<file path="config.mk">
export PLATFORM = sky130hd
export DESIGN_NAME = txn_attrib
export DESIGN_NICKNAME = d
export VERILOG_FILES = /design/src/rtl/txn_attrib_pkg.sv /design/src/rtl/txn_attrib_ctrl.sv /design/src/rtl/txn_attrib_dp.sv /design/src/rtl/txn_attrib.sv
export SDC_FILE = /design/constraint.sdc
export NUM_CORES = 1
export LEC_CHECK = 0
export BUFFER_PORTS_ARGS = -buffer_cell sky130_fd_sc_hd__buf_2
export CORE_ASPECT_RATIO = 1.2
export CORE_MARGIN = 4
export CORE_UTILIZATION = 55
export DETAILED_ROUTE_END_ITERATION = 16
export PLACE_DENSITY = 0.91
export SLEW_MARGIN = 20
export SYNTH_ARGS = -nofsm -noshare
export SYNTH_HDL_FRONTEND = slang
export SYNTH_SLANG_ARGS = --single-unit
</file>
<file path="constraint.sdc">
create_clock -name clk -period 6.38 [get_ports clk]
set_input_delay 0.957 -clock clk [delete_from_list [all_inputs] [get_ports clk]]
set_output_delay 0.957 -clock clk [all_outputs]
set_load 0.03 [all_outputs]
</file>
<file path="src/rtl/txn_attrib_pkg.sv">
package txn_attrib_pkg;

  typedef enum logic [1:0] {
    KIND_READ  = 2'b00,
    KIND_WRITE = 2'b01,
    KIND_FETCH = 2'b10
  } kind_e;

  // strobes from control to datapath, one set per clock
  typedef struct packed {
    logic push;   // store sampled address into the write slot
    logic pop;    // retire the head slot
    logic emit;   // load the output record from the head slot
    logic alt;    // owner tag for the entry being pushed
  } strobe_t;

  function automatic kind_e classifyCode(input logic [2:0] tc);
    kind_e k;
    casez (tc)
      3'b?0?:  k = KIND_WRITE;
      3'b11?:  k = KIND_FETCH;
      default: k = KIND_READ;
    endcase
    return k;
  endfunction

endpackage

</file>
<file path="src/rtl/txn_attrib_ctrl.sv">
module txn_attrib_ctrl
  import txn_attrib_pkg::*;
#(
  parameter int DEPTH = 2,
  parameter int PTR_W = 1,
  parameter int CNT_W = 2
) (
  input  logic             clk,
  input  logic             rst,
  input  logic             cfgExtArb,
  input  logic             tsN,
  input  logic             bgN,
  input  logic             dbgN,
  input  logic             dvalN,
  input  logic             outReady,
  output strobe_t          strb,
  output logic [PTR_W-1:0] wrPtr,
  output logic [PTR_W-1:0] rdPtr,
  output logic             outValid,
  output logic             errSticky,
  output logic [CNT_W-1:0] pendCount
);

  localparam logic [PTR_W-1:0] LAST_SLOT = PTR_W'(DEPTH - 1);
  localparam logic [CNT_W-1:0] FULL_CNT  = CNT_W'(DEPTH);

  logic arbExt;
  logic grantSeen;
  logic startNow, beatNow, qFull, qEmpty, outBlocked;

  assign startNow   = !tsN;
  assign beatNow    = !dbgN && !dvalN;
  assign qFull      = (pendCount == FULL_CNT);
  assign qEmpty     = (pendCount == '0);
  assign outBlocked = outValid && !outReady;

  always_comb begin
    strb.push = startNow && !qFull;
    strb.pop  = beatNow && !qEmpty;
    strb.emit = strb.pop && !outBlocked;
    strb.alt  = arbExt ? !grantSeen : grantSeen;
  end

  // arbitration arrangement is frozen outside reset
  always_ff @(posedge clk) begin
    if (rst) arbExt <= cfgExtArb;
  end

  always_ff @(posedge clk) begin
    if (rst)           grantSeen <= 1'b0;
    else if (startNow) grantSeen <= 1'b0;
    else if (!bgN)     grantSeen <= 1'b1;
  end

  always_ff @(posedge clk) begin
    if (rst) begin
      wrPtr     <= '0;
      rdPtr     <= '0;
      pendCount <= '0;
    end else begin
      if (strb.push) wrPtr <= (wrPtr == LAST_SLOT) ? '0 : wrPtr + 1'b1;
      if (strb.pop)  rdPtr <= (rdPtr == LAST_SLOT) ? '0 : rdPtr + 1'b1;
      case ({strb.push, strb.pop})
        2'b10:   pendCount <= pendCount + 1'b1;
        2'b01:   pendCount <= pendCount - 1'b1;
        default: pendCount <= pendCount;
      endcase
    end
  end

  always_ff @(posedge clk) begin
    if (rst) begin
      outValid  <= 1'b0;
      errSticky <= 1'b0;
    end else begin
      if (strb.emit)    outValid <= 1'b1;
      else if (outReady) outValid <= 1'b0;
      if ((startNow && qFull) || (strb.pop && outBlocked)) errSticky <= 1'b1;
    end
  end

endmodule

</file>
<file path="src/rtl/txn_attrib_dp.sv">
module txn_attrib_dp
  import txn_attrib_pkg::*;
#(
  parameter int ADDR_W = 32,
  parameter int DATA_W = 32,
  parameter int DEPTH  = 2,
  parameter int PTR_W  = 1
) (
  input  logic              clk,
  input  logic              rst,
  input  strobe_t           strb,
  input  logic [PTR_W-1:0]  wrPtr,
  input  logic [PTR_W-1:0]  rdPtr,
  input  logic [ADDR_W-1:0] addrIn,
  input  logic [2:0]        tcIn,
  input  logic [DATA_W-1:0] dataIn,
  output logic [ADDR_W-1:0] outAddr,
  output logic [DATA_W-1:0] outData,
  output logic [1:0]        outKind,
  output logic              outAlt
);

  logic [ADDR_W-1:0] slotAddr [DEPTH];
  kind_e             slotKind [DEPTH];
  logic              slotAlt  [DEPTH];

  for (genvar s = 0; s < DEPTH; s++) begin : g_slot
    always_ff @(posedge clk) begin
      if (strb.push && wrPtr == PTR_W'(s)) begin
        slotAddr[s] <= addrIn;
        slotKind[s] <= classifyCode(tcIn);
        slotAlt[s]  <= strb.alt;
      end
    end
  end

  always_ff @(posedge clk) begin
    if (rst) begin
      outAddr <= '0;
      outData <= '0;
      outKind <= '0;
      outAlt  <= 1'b0;
    end else if (strb.emit) begin
      outAddr <= slotAddr[rdPtr];
      outData <= dataIn;
      outKind <= slotKind[rdPtr];
      outAlt  <= slotAlt[rdPtr];
    end
  end

endmodule

</file>
<file path="src/rtl/txn_attrib.sv">
module txn_attrib
  import txn_attrib_pkg::*;
#(
  parameter int ADDR_W = 32,
  parameter int DATA_W = 32,
  parameter int DEPTH  = 2
) (
  input  logic              clk,
  input  logic              rst,
  input  logic              cfgExtArb,
  input  logic              tsN,
  input  logic              bgN,
  input  logic [ADDR_W-1:0] addrIn,
  input  logic [2:0]        tcIn,
  input  logic              dbgN,
  input  logic              dvalN,
  input  logic [DATA_W-1:0] dataIn,
  output logic              outValid,
  input  logic              outReady,
  output logic [ADDR_W-1:0] outAddr,
  output logic [DATA_W-1:0] outData,
  output logic [1:0]        outKind,
  output logic              outAlt,
  output logic              errSticky
);

  localparam int PTR_W = (DEPTH > 1) ? $clog2(DEPTH) : 1;
  localparam int CNT_W = $clog2(DEPTH + 1);

  strobe_t          strb;
  logic [PTR_W-1:0] wrPtr, rdPtr;
  logic [CNT_W-1:0] pendCount;

  txn_attrib_ctrl #(.DEPTH(DEPTH), .PTR_W(PTR_W), .CNT_W(CNT_W)) ctrl_i (
    .clk(clk), .rst(rst), .cfgExtArb(cfgExtArb), .tsN(tsN), .bgN(bgN),
    .dbgN(dbgN), .dvalN(dvalN), .outReady(outReady), .strb(strb),
    .wrPtr(wrPtr), .rdPtr(rdPtr), .outValid(outValid),
    .errSticky(errSticky), .pendCount(pendCount)
  );

  txn_attrib_dp #(.ADDR_W(ADDR_W), .DATA_W(DATA_W), .DEPTH(DEPTH), .PTR_W(PTR_W)) dp_i (
    .clk(clk), .rst(rst), .strb(strb), .wrPtr(wrPtr), .rdPtr(rdPtr),
    .addrIn(addrIn), .tcIn(tcIn), .dataIn(dataIn),
    .outAddr(outAddr), .outData(outData), .outKind(outKind), .outAlt(outAlt)
  );

endmodule

</file>
==> run_results.csv, run 1 <==
group,metric,value,unit
clock_network,cts.sinks,145,
critical_path,arrival,2.23,ns
hold_path,hold_path_class,"reg -> reg",
flow_run,maxCapViolCount,0,
pwr,power.density,339,nW/µm²
floorplanning,core_area,10500,µm²
placed_design,post-place-cells,688,
timing,fmax,453,MHz
logic_synthesis,yosys-top-cells-area,"edfxtp_1 36%, dfxtp_1 25%, mux2i_1 11%",
detailed_routing,post_drt_via_cell_ratio,5.08,
clock_network,ctsHoldBuffers,0,
critical_path,startpoint_type,"input pin",
clock_network,cts_resized,0,
detailed_routing,drt_wl_total,11.0,mm
clock_network,cts_root_buf,"clkbuf_16",
timing,hold_violations,0,
detailed_routing,drc,0,
cells_and_area,drive_above_1_share,0.369,
logic_synthesis,yosysUniqueCellTypes,30,
logic_synthesis,synth_nets,516,
logic_synthesis,yosysWarningCount,0,
detailed_routing,dr.pass1.iters,4,
status,status,"finished, final reports clean",
cells_and_area,antennaDiodeCount,0,
pwr,p_int,1.81,mW
logic_synthesis,synthCells,440,
logic_synthesis,netlist.area_leader.share,0.362,
pwr,swShare,0.265,
timing,drv_slew,0,
cells_and_area,fillCellCount,699,
timing,tns,0,ns
clock_network,clkTransAtPathRegs,0.06,ns
critical_path,end_kind,"register",
clock_network,htreeDepth,4,
cells_and_area,fin_nets,654,
clock_network,numCtsBuffers,17,
floorplanning,fp.dieArea,12400,µm²
timing,fin_worst_skew,0.00853,ns
clock_network,cts_tree,"yes",
floorplanning,rows,41,
global_route,grt_pass1_wl,17.5,mm
detailed_routing,post_drt_wl_per_cell,15.3,µm
logic_synthesis,syn_area_per_cell,13.4,µm²
critical_path,crit_required,6.40,ns
detailed_routing,ant_nets,0,
logic_synthesis,synth_area_leader_cell,"edfxtp_1",
pwr,pwr-share-comb,0.155,
cells_and_area,syn_to_final_growth,23.2,%
pwr,seq_power_share,0.449,
global_route,grt_start_max_net_pins,143,
detailed_routing,vias,3654,
global_route,grt_usage,0.181,
critical_path,criticalPathCategory,"in -> reg",
timing,fin_crit,2.21,ns
global_route,overflow,0,
cells_and_area,regArea,3610,µm²
cells_and_area,multi_input_area,2140,µm²
pwr,clockPowerShare,0.395,
timing,slew_headroom,0.302,
timing,period_share,0.346,
pwr,irDropWorstVdd,0.273,mV
logic_synthesis,synth-seq-cells,145,
placed_design,hpwlAfterDp,7.01,mm
placed_design,io_buffer_count,142,
cells_and_area,final_cells,720,
global_route,grt_pass1_vias,3718,
clock_network,clk_path_buf_depth,2,
detailed_routing,drt_iter0_drc,149,
timing,setup_viol,0,
placed_design,routabilityCongestion,0.699,
logic_synthesis,syn_area,5890,µm²
global_route,grt_antenna_before_repair,0,
floorplanning,io_pins,144,
critical_path,crit_fanout,35,
floorplanning,dieWidth,102,µm
timing,rsz0062_at_grt,"false",
pwr,total_power,2.46,mW
timing,worstMarginPinSlew,1.04,ns
floorplanning,start_util,0.560,
clock_network,cts_setup_buffers,0,
clock_network,clkLatencyLatePin,0.41,ns
floorplanning,die_h,121,µm
pwr,p_leak,3.04,nW
logic_synthesis,seq_area_frac_synth,0.613,
pwr,power_switching,0.654,mW
## power groups by stage
stage,clock network [mW],logic (mW),registers [mW]
6_report,0.973,0.383,1.11
5_1_grt,1.03,0.415,1.11
4_1_cts,0.989,0.388,1.11
3_5_place_dp,0,0.386,1.13
3_3_place_gp,0,0.372,1.12
2_1_floorplan,0,0.211,1.19
## metal layers
layer,vias up,wire [µm],GRT usage,part of all wire
li1,1784,-,-,-
met1,1730,4510,0.216,0.41
met2,124,5500,0.302,0.50
met3,16,876,0.0558,0.079
met4,0,141,0.0747,0.013
met5,-,0,0,0
## area by class of cell
type	count	area share
Inverter	5	0.00259
Tap cell	129	0.0222
Timing Repair Buffer	145	0.102
Clock inverter	13	0.0209
Sequential cell	145	0.498
Multi-Input combinational cell	264	0.295
Clock buffer	19	0.0596
## cells in the final DEF, fill, tap and decap left out, types with 2 or more instances in the layout
master      Yosys  final
clkinvlp_4      0      4
nor2b_1        37     37
clkinv_4        0      2
nor2_1         37     36
mux2i_1        67     67
inv_6           0      5
clkbuf_1       14      2
inv_1           5      5
mux2_2          5      5
nand2b_1       64     64
or3_1           2      2
o21ai_0         2      2
xor2_1          2      2
mux2_4         30     30
dfxtp_1        74     73
buf_2           7    141
edfxtp_1       71     71
clkbuf_16       0     17
bufinv_16       0      2
a21oi_1         5      5
buf_4           0      3
## worst paths after layout
path / slack (ns) / depth (start not counted) / end / startpoint
max: 4.17 / 3 / dp_i.slotAddr[1][9] / tsN
min: 0.47 / 2 / dp_i.outData[3] / dp_i.outData[3]
max reg2reg: 4.34 / 3 / dp_i.slotAddr[1][9] / ctrl_i.pendCount[0]
min reg2reg: 0.47 / 2 / dp_i.outData[3] / dp_i.outData[3]
## flip-flops by register name (all words and copies together) (netlist names)
signal	flops
dp_i.outAddr	32
ctrl_i.errSticky	1
dp_i.outData	32
dp_i.outAlt	1
ctrl_i.arbExt	1
ctrl_i.outValid	1
ctrl_i.wrPtr	1
dp_i.slotAlt	2
dp_i.slotKind	4
ctrl_i.grantSeen	1
ctrl_i.pendCount	2
ctrl_i.rdPtr	1
dp_i.outKind	2
dp_i.slotAddr	64
## cell families after synthesis
group,share of synthesized area
buffers and inverters,0.0263
adder cells (fa/ha/maj),0.00212
multiplexers,0.200
AO/OA/AOI/OAI,0.0102
XOR/XNOR,0.00446
AND/OR/NAND/NOR,0.144
flip-flops,0.613
## cell usage after synthesis, drive strengths merged
cell and number:
dfxtp 74, and2 1, mux2i 67, xnor2 1, or4b 1, nor4 1
edfxtp 71, clkbuf 14, ha 1, o31ai 1, o21ai 2, buf 12
xor2 2, a211oi 1, nor2b 37, mux2 35, or2 1, or4 2
nand2b 64, nor2 38, o21ba 1, or3 2, a21oi 5, inv 5
nor3 1
## worst max-delay path, stage by stage
cell and delay, ns:
buf_2 0.13, or2_2 0.33, nor2_4 0.80
## metrics by stage
step                worst slack, ns  utilization  hold WS [ns]  cell area, µm²
finish                         4.17        0.690         0.469            7260
global placement               3.72        0.634         0.452            6670
detailed placement             3.71        0.634         0.460            6670
CTS                            4.15        0.690         0.472            7260
global route                   4.11        0.690         0.484            7260
floorplan                      3.21            -         0.440            5890
No activity file was read; power rests on OpenSTA's default activity.
==> run 2: changes to the inputs <==
--- a/config.mk
+++ b/config.mk
@@ -8,9 +8,9 @@
 export BUFFER_PORTS_ARGS = -buffer_cell sky130_fd_sc_hd__buf_2
 export CORE_ASPECT_RATIO = 1.2
 export CORE_MARGIN = 4
-export CORE_UTILIZATION = 55
+export CORE_UTILIZATION = 48
 export DETAILED_ROUTE_END_ITERATION = 16
-export PLACE_DENSITY = 0.91
+export PLACE_DENSITY = 0.85
 export SLEW_MARGIN = 20
 export SYNTH_ARGS = -nofsm -noshare
 export SYNTH_HDL_FRONTEND = slang
==> constraint.sdc (replaced) <==
create_clock -name clk -period 1.86 [get_ports clk]
set_input_delay 0.279 -clock clk [delete_from_list [all_inputs] [get_ports clk]]
set_output_delay 0.279 -clock clk [all_outputs]
set_load 0.03 [all_outputs]
==> run_results.csv, run 2 (synthesized netlist as in run 1, its figures left out) <==
group,metric,value,unit
status,status,"finished, final reports clean",
floorplanning,start_util,0.489,
global_route,grt_start_max_net_pins,78,
floorplanning,dieWidth,109,µm
global_route,grt_antenna_before_repair,0,
floorplanning,die_h,129,µm
detailed_routing,post_drt_via_cell_ratio,4.80,
timing,fin_ws,0.103,ns
detailed_routing,dr.pass1.iters,4,
pwr,power.density,1130,nW/µm²
cells_and_area,fin_nets,660,
timing,fmax,569,MHz
critical_path,arrival,2.09,ns
timing,rsz0062_at_grt,"false",
critical_path,crit_required,2.19,ns
clock_network,cts_root_buf,"clkbuf_16",
pwr,seq_power_share,0.456,
clock_network,clk_path_buf_depth,2,
pwr,power_switching,2.10,mW
cells_and_area,post-route-util,0.615,
pwr,p_leak,3.09,nW
critical_path,max_stage_delay,0.42,ns
clock_network,cts_setup_buffers,0,
flow_run,maxCapViolCount,0,
timing,slew_headroom,0.689,
critical_path,crit_family,"simple AND/OR/NAND/NOR gates",
pwr,total_power,8.35,mW
hold_path,hold_path_class,"in -> reg",
placed_design,place_ws,0.121,ns
floorplanning,rows,44,
clock_network,cts.sinks,145,
global_route,grt_pass1_vias,3628,
clock_network,numCtsBuffers,17,
timing,fin_crit,1.76,ns
placed_design,io_buffer_count,142,
cells_and_area,reg_top3,"dp_i.slotAddr: 64 flops, dp_i.outAddr: 32 flops, dp_i.outData: 32 flops",
cells_and_area,final_common_cell,"buf_2",
pwr,swShare,0.251,
timing,period_share,0.944,
cells_and_area,final_cell_mix,"141 x buf_2, 73 x dfxtp_1, 71 x edfxtp_1",
cells_and_area,final_area,7420,µm²
clock_network,ctsHoldBuffers,0,
global_route,grt_usage,0.160,
critical_path,startpoint_type,"register",
critical_path,end_kind,"register",
placed_design,routabilityCongestion,0.677,
floorplanning,fp.dieArea,14100,µm²
cells_and_area,final_cells,758,
critical_path,slowest_stage,"dfxtp_1",
placed_design,placed_area,6860,µm²
clock_network,htreeDepth,4,
clock_network,cts_resized,0,
clock_network,clkLatencyLatePin,0.41,ns
cells_and_area,top_register,"dp_i.slotAddr",
cells_and_area,antennaDiodeCount,0,
timing,setup_viol,0,
detailed_routing,post_drt_wl_per_cell,14.8,µm
critical_path,crit_fanout,4,
detailed_routing,drc,0,
placed_design,post-place-cells,726,
cells_and_area,largest_register_ffs,64,
detailed_routing,drt_iter0_drc,186,
detailed_routing,vias,3638,
critical_path,crit_chain,"nor2b_1, or2_2, ha_1, or3_1, a21oi_1",
clock_network,clkTransAtPathRegs,0.06,ns
timing,hold_violations,0,
global_route,grt_pass1_wl,17.4,mm
clock_network,cts_tree,"yes",
floorplanning,io_pins,144,
timing,drv_slew,0,
timing,tns,0,ns
cells_and_area,syn_to_final_growth,25.9,%
cells_and_area,drive_above_1_share,0.369,
timing,fin_worst_skew,0.0114,ns
pwr,pwr-share-comb,0.164,
pwr,clockPowerShare,0.379,
detailed_routing,ant_nets,0,
global_route,overflow,0,
detailed_routing,drt_wl_total,11.2,mm
pwr,irDropWorstVdd,0.836,mV
timing,hold-worst-slack,0.0568,ns
pwr,p_int,6.25,mW
critical_path,criticalPathCategory,"reg -> reg",
placed_design,hpwlAfterDp,7.56,mm
floorplanning,core_area,12100,µm²
timing,worstMarginPinSlew,0.466,ns
critical_path,critical_path_buf_inv_count,0,
## run 2: final timing paths
kind	slack, ns	endpoint	start	cells after the start
setup / recovery	0.10	ctrl_i.pendCount[1]	ctrl_i.pendCount[0]	5
hold / removal	0.06	dp_i.slotAddr[0][18]	addrIn[18]	1
setup reg to reg	0.10	ctrl_i.pendCount[1]	ctrl_i.pendCount[0]	5
hold reg to reg	0.47	dp_i.outData[11]	dp_i.outData[11]	2
## run 2: worst reg2reg max path: stages (launching register included)
cell and delay (ns):
dfxtp_1 0.42, nor2b_1 0.11, or2_2 0.32, ha_1 0.33, or3_1 0.35, a21oi_1 0.15
## run 2: power by group through the flow
stage               sequential, mW  clock (mW)  combinational [mW]
floorplan                     4.09           0               0.731
global placement              3.86           0                1.35
detailed placement            3.88           0                1.39
CTS                           3.82        3.24                1.40
global route                  3.85        3.39                1.48
finish                        3.81        3.17                1.37
## run 2: layer usage
layer,track usage,part of all wire
met1,0.190,0.41
met2,0.274,0.51
met3,0.0438,0.070
met4,0.0661,0.011
met5,0,0
## run 2: final cells by class
type | instances | area, µm²
multi-input cells | 264 | 2140
flip-flops and latches | 145 | 3610
repair buffers | 151 | 881
well taps | 161 | 201
fillers | 922 | 4640
clock buffers | 27 | 504
inverters | 5 | 22.5
clock inverters | 5 | 53.8
